[src/rtl/sft_pkg.sv]
package sft_pkg;
  typedef enum logic [1:0] {
    PAR_NONE = 2'd0,
    PAR_EVEN = 2'd1,
    PAR_ODD  = 2'd2,
    PAR_RSVD = 2'd3
  } parity_e;
endpackage

[src/rtl/sft_bit_timer.sv]
module sft_bit_timer #(
  parameter int TICKS_PER_BIT = 16,
  parameter int CNT_W         = $clog2(TICKS_PER_BIT)
) (
  input  logic clk,
  input  logic rst,
  input  logic run,
  input  logic restart,
  input  logic tick,
  output logic bit_done
);
  localparam logic [CNT_W-1:0] LAST = CNT_W'(TICKS_PER_BIT - 1);

  logic [CNT_W-1:0] cnt;

  always_ff @(posedge clk) begin
    if (rst || restart) begin
      cnt <= '0;
    end else if (run && tick) begin
      cnt <= (cnt == LAST) ? '0 : cnt + 1'b1;
    end
  end

  assign bit_done = run && tick && (cnt == LAST);
endmodule

[src/rtl/sft_frame_builder.sv]
module sft_frame_builder
  import sft_pkg::*;
#(
  parameter int DATA_MAX = 9,
  parameter int DATA_MIN = 5,
  parameter int SIZE_W   = $clog2(DATA_MAX + 1),
  parameter int FRAME_W  = DATA_MAX + 4,
  parameter int LEN_W    = $clog2(FRAME_W + 1)
) (
  input  logic [DATA_MAX-1:0] in_data,
  input  logic [SIZE_W-1:0]   cfg_size,
  input  logic [1:0]          cfg_parity,
  input  logic                cfg_two_stop,
  output logic [FRAME_W-1:0]  frame_vec,
  output logic [LEN_W-1:0]    frame_len
);
  logic [SIZE_W-1:0]   eff_size;
  logic [DATA_MAX-1:0] masked;
  logic                par_en;
  logic                par_odd;
  logic                par_bit;
  parity_e             pmode;

  always_comb begin
    if (cfg_size < SIZE_W'(DATA_MIN))      eff_size = SIZE_W'(DATA_MIN);
    else if (cfg_size > SIZE_W'(DATA_MAX)) eff_size = SIZE_W'(DATA_MAX);
    else                                   eff_size = cfg_size;
  end

  for (genvar i = 0; i < DATA_MAX; i++) begin : g_mask
    assign masked[i] = in_data[i] & (eff_size > SIZE_W'(i));
  end

  assign pmode   = parity_e'(cfg_parity);
  assign par_en  = (pmode == PAR_EVEN) || (pmode == PAR_ODD);
  assign par_odd = (pmode == PAR_ODD);
  assign par_bit = (^masked) ^ par_odd;

  always_comb begin
    frame_vec    = '1;
    frame_vec[0] = 1'b0;
    for (int i = 0; i < DATA_MAX; i++) begin
      if (SIZE_W'(i) < eff_size) frame_vec[i+1] = masked[i];
    end
    for (int p = 1; p < FRAME_W; p++) begin
      if (par_en && (p == int'(eff_size) + 1)) frame_vec[p] = par_bit;
    end
  end

  assign frame_len = LEN_W'(eff_size) + LEN_W'(par_en) + LEN_W'(cfg_two_stop) + LEN_W'(2);
endmodule

[src/rtl/serial_frame_tx.sv]
module serial_frame_tx #(
  parameter int DATA_MAX      = 9,
  parameter int DATA_MIN      = 5,
  parameter int TICKS_PER_BIT = 16,
  parameter int SIZE_W        = $clog2(DATA_MAX + 1)
) (
  input  logic                clk,
  input  logic                rst,
  input  logic                tick,
  input  logic                in_valid,
  output logic                in_ready,
  input  logic [DATA_MAX-1:0] in_data,
  input  logic [SIZE_W-1:0]   cfg_size,
  input  logic [1:0]          cfg_parity,
  input  logic                cfg_two_stop,
  output logic                tx_out,
  output logic                busy
);
  localparam int FRAME_W = DATA_MAX + 4;
  localparam int LEN_W   = $clog2(FRAME_W + 1);

  logic [FRAME_W-1:0] frame_vec;
  logic [LEN_W-1:0]   frame_len;
  logic [FRAME_W-1:0] shreg;
  logic [LEN_W-1:0]   bits_left;
  logic               bit_done;
  logic               last_bit;
  logic               accept;

  sft_frame_builder #(
    .DATA_MAX(DATA_MAX), .DATA_MIN(DATA_MIN), .SIZE_W(SIZE_W),
    .FRAME_W(FRAME_W), .LEN_W(LEN_W)
  ) i_builder (
    .in_data(in_data), .cfg_size(cfg_size), .cfg_parity(cfg_parity),
    .cfg_two_stop(cfg_two_stop), .frame_vec(frame_vec), .frame_len(frame_len)
  );

  sft_bit_timer #(.TICKS_PER_BIT(TICKS_PER_BIT)) i_timer (
    .clk(clk), .rst(rst), .run(busy), .restart(accept),
    .tick(tick), .bit_done(bit_done)
  );

  assign last_bit = (bits_left == LEN_W'(1));
  assign in_ready = !busy || (bit_done && last_bit);
  assign accept   = in_valid && in_ready;

  always_ff @(posedge clk) begin
    if (rst) begin
      busy      <= 1'b0;
      tx_out    <= 1'b1;
      shreg     <= '1;
      bits_left <= '0;
    end else if (accept) begin
      busy      <= 1'b1;
      shreg     <= frame_vec;
      tx_out    <= frame_vec[0];
      bits_left <= frame_len;
    end else if (bit_done) begin
      if (last_bit) begin
        busy      <= 1'b0;
        tx_out    <= 1'b1;
        bits_left <= '0;
      end else begin
        shreg     <= {1'b1, shreg[FRAME_W-1:1]};
        tx_out    <= shreg[1];
        bits_left <= bits_left - 1'b1;
      end
    end
  end
endmodule

[config.mk]
export PLATFORM = sky130hd
export DESIGN_NAME = serial_frame_tx
export DESIGN_NICKNAME = d
export VERILOG_FILES = /design/src/rtl/sft_pkg.sv /design/src/rtl/sft_bit_timer.sv /design/src/rtl/sft_frame_builder.sv /design/src/rtl/serial_frame_tx.sv
export SDC_FILE = /design/constraint.sdc
export NUM_CORES = 1
export LEC_CHECK = 0
export ABC_AREA = 1
export BUFFER_PORTS_ARGS = -buffer_cell sky130_fd_sc_hd__clkbuf_2
export CAP_MARGIN = 20
export CORE_ASPECT_RATIO = 1.1
export CORE_MARGIN = 5
export CORE_UTILIZATION = 25
export DETAILED_ROUTE_END_ITERATION = 8
export PLACE_DENSITY = 0.45
export SLEW_MARGIN = 10
export SYNTH_ARGS = -nofsm -noshare
export SYNTH_HDL_FRONTEND = slang
export SYNTH_SLANG_ARGS = --single-unit
[constraint.sdc]
create_clock -name clk -period 1.9 [get_ports clk]
set_input_delay 0.475 -clock clk [delete_from_list [all_inputs] [get_ports clk]]
set_output_delay 0.475 -clock clk [all_outputs]
set_load 0.05 [all_outputs]
==> flow_summary.json <==
{
  "r2r_cells": 12,
  "place_ws_ps": -98.1,
  "path_class": "flip-flop to output pin",
  "mostFrequentLayoutCell": "nand2_1",
  "dpl_cell_area_um2": 1730,
  "grt_max_degree": 14,
  "fin_ws_ps": 40.8,
  "clk_latency_ps": 260,
  "grt_overflow": 0,
  "synth_compound_area_share_pct": 13.2,
  "end_kind": "output pin",
  "rrSetupSlack_ps": 180,
  "wl_met2_um": 1720,
  "r2r_end": "shreg[9]$_SDFFE_PP1P_",
  "hold_viol_final": 0,
  "slew_headroom_pct": 81.1,
  "clock.fmax_ghz": 0.538,
  "ys_ff_latch": 22,
  "synth_area_leaders": "dfxtp_1, nand2_1, inv_1, nand3_1, nor2_1",
  "synth.yosys.seq_area_share_pct": 30.1,
  "via_count": 1469,
  "htreeDepth": 1,
  "grtUsageTotal_pct": 10.0,
  "hold_path_class": "flip-flop to flip-flop",
  "wire_per_inst_um": 10.7,
  "vdd.ir_drop.worst_mv": 0.233,
  "cts.path.max_buffers": 2,
  "pwr-share-seq_pct": 45.8,
  "die_w_um": 83.0,
  "synth_area_um2": 1460,
  "cp.arrival_ps": 1380,
  "grt_pass1_wl_um": 6420,
  "synth_area_leader_cell": "dfxtp_1",
  "drtIter0Drc": 54,
  "maxSlewViolCount": 0,
  "status": "completed",
  "avgSynthCellArea_um2": 6.48,
  "wl_met1_um": 1810,
  "synth_fa_ha_area_share_pct": 5.64,
  "synth.distinct_cells": 32,
  "synth.top_cell.area_share_pct": 30.1,
  "core_um2": 5730,
  "io_pins": 23,
  "cts-root-buf": "clkbuf_8",
  "finalCritPeriodShare_pct": 97.9,
  "ant_nets": 0,
  "routed.top_layer": "met4",
  "power.internal_uw": 759,
  "dp_cells": 334,
  "grt_antenna_before_repair": 0,
  "max_cap_violations": 0,
  "drc": 0,
  "place_congestion": 0.800,
  "cts_buffers": 3,
  "drive_gt1_share_pct": 23.2,
  "powerDensity_nw_per_um2": 609,
  "crit_path_start_kind": "flip-flop",
  "grt_setup_unrepaired": "yes",
  "worst_pin_slew_ps": 285,
  "design_area_um2": 1830,
  "clk_pin_slew_ps": 80,
  "area_growth_pct": 25.2,
  "fin_skew_ps": 1.74,
  "clockPowerShare_pct": 25.7,
  "muxShareOfSynthArea_pct": 0,
  "total_power_uw": 1120,
  "port_buffers": 22,
  "route.met3.wl_um": 73,
  "cts.sink_count": 22,
  "tritoncts": "built",
  "startpoint": "i_timer.cnt[1]$_SDFFE_PP0P_",
  "nets": 291,
  "post-route-min-period_ps": 1860,
  "syn_nets": 252,
  "rr_startpoint": "i_timer.cnt[1]$_SDFFE_PP0P_",
  "syn_inst": 226,
  "p_leak_uw": 0.000961,
  "antenna_cells": 0,
  "finalWirelength_um": 3630,
  "synthXorXnorAreaFrac_pct": 2.99,
  "layout_common_cells": "nand2_1, inv_1, clkbuf_2",
  "chipHeight_um": 90.3,
  "setup_viol": 0,
  "placementRows": 29,
  "dpl.hpwl_um": 2840,
  "cp-endpoint": "in_ready",
  "grt_pass1_vias": 1489,
  "path_max_fanout": 3,
  "synthSimpleGateAreaFrac_pct": 35.6,
  "synth_top_family_by_area": "simple AND/OR/NAND/NOR gates",
  "yosysWarningCount": 0,
  "swShare_pct": 32.0,
  "firstDrtPassIters": 4,
  "cp_data_required_time_ps": 1420,
  "start_util_pct": 25.5,
  "combPwrFrac_pct": 28.5,
  "viasPerCell": 4.32,
  "tns_ps": 0,
  "p_sw_uw": 357,
  "dieArea_um2": 7490,
  "final_cells": 340
}
==> routing by layer <==
metal	vias to the layer above	GRT usage [%]
met4	0	2.86
met5	-	0
met1	658	13.2
met3	2	1.19
met2	17	17.2
li1	792	-
==> synthesized netlist by cell type, drive strengths merged <==
cell type / count
nor4: 1
a31oi: 2
nor3: 3
buf: 4
o22ai: 1
nor2: 19
a21oi: 8
xnor2: 2
xor2: 3
o21ai: 9
nand2: 81
o221ai: 1
clkbuf: 1
o211ai: 1
nand4: 2
ha: 5
inv: 37
dfxtp: 22
o2111ai: 5
fa: 1
nand3: 18
==> layout make-up <==
type,count,area [µm²]
Clock buffer,3,41.3
Fill cell,671,3900
Inverter,37,139
Multi-Input combinational cell,162,862
Sequential cell,22,447
Tap cell,77,96.3
Timing Repair Buffer,39,248
==> repair_timing <==
action / CTS / global route
setup endpoints to repair: 1 / 4
resized for setup: 4 / 7
hold buffers: 0 / 0
endpoints found under the hold margin: 0 / 0
setup buffers: 1 / 2
pin swaps: 2 / 3
==> critical path: stages, from the launching register on <==
cell	delay, ps
dfxtp_4	370
ha_4	140
nand2_2	50
nor2_2	110
nand2_2	80
o21ai_4	200
buf_8	180
==> how the worst min path moves through the flow <==
| stage | startpoint | endpoint | cells after the start |
|---|---|---|---|
| floorplan | shreg[12]$_SDFFE_PP1P_ | shreg[12]$_SDFFE_PP1P_ | 2 |
| global placement | shreg[12]$_SDFFE_PP1P_ | shreg[12]$_SDFFE_PP1P_ | 2 |
| detailed placement | shreg[12]$_SDFFE_PP1P_ | shreg[12]$_SDFFE_PP1P_ | 2 |
| CTS | rst | bits_left[3]$_SDFFE_PP0P_ | 2 |
| global route | rst | busy$_SDFFE_PP0P_ | 2 |
| finish | shreg[12]$_SDFFE_PP1P_ | shreg[12]$_SDFFE_PP1P_ | 2 |
==> flip-flops by register name (all words and copies together) (netlist names) <==
name and cells:
i_timer.cnt 4, bits_left 4, tx_out 1, shreg 12
busy 1
==> cell families (layout without fill, tap and decap cells) <==
logic type / Yosys count / after routing
simple gates: 124 / 124
buf+inv: 42 / 79
compound gates: 27 / 27
flops: 22 / 22
fa+ha+maj: 6 / 6
xor+xnor: 5 / 5
==> power by group through the flow <==
stage,Combinational (µW),Sequential (µW),Clock [µW]
CTS,319,513,302
global route,364,515,316
finish,318,511,287
detailed placement,314,523,0
floorplan,208,531,0
global placement,313,524,0
==> stage by stage <==
step                      util, %  hold WS, ps
final                        32.0          455
after detailed placement     30.2          435
after global placement       30.2          431
after global routing         32.0          469
after floorplan                 -          416
after CTS                    31.3          449
Power figures use the tool's default switching activity.
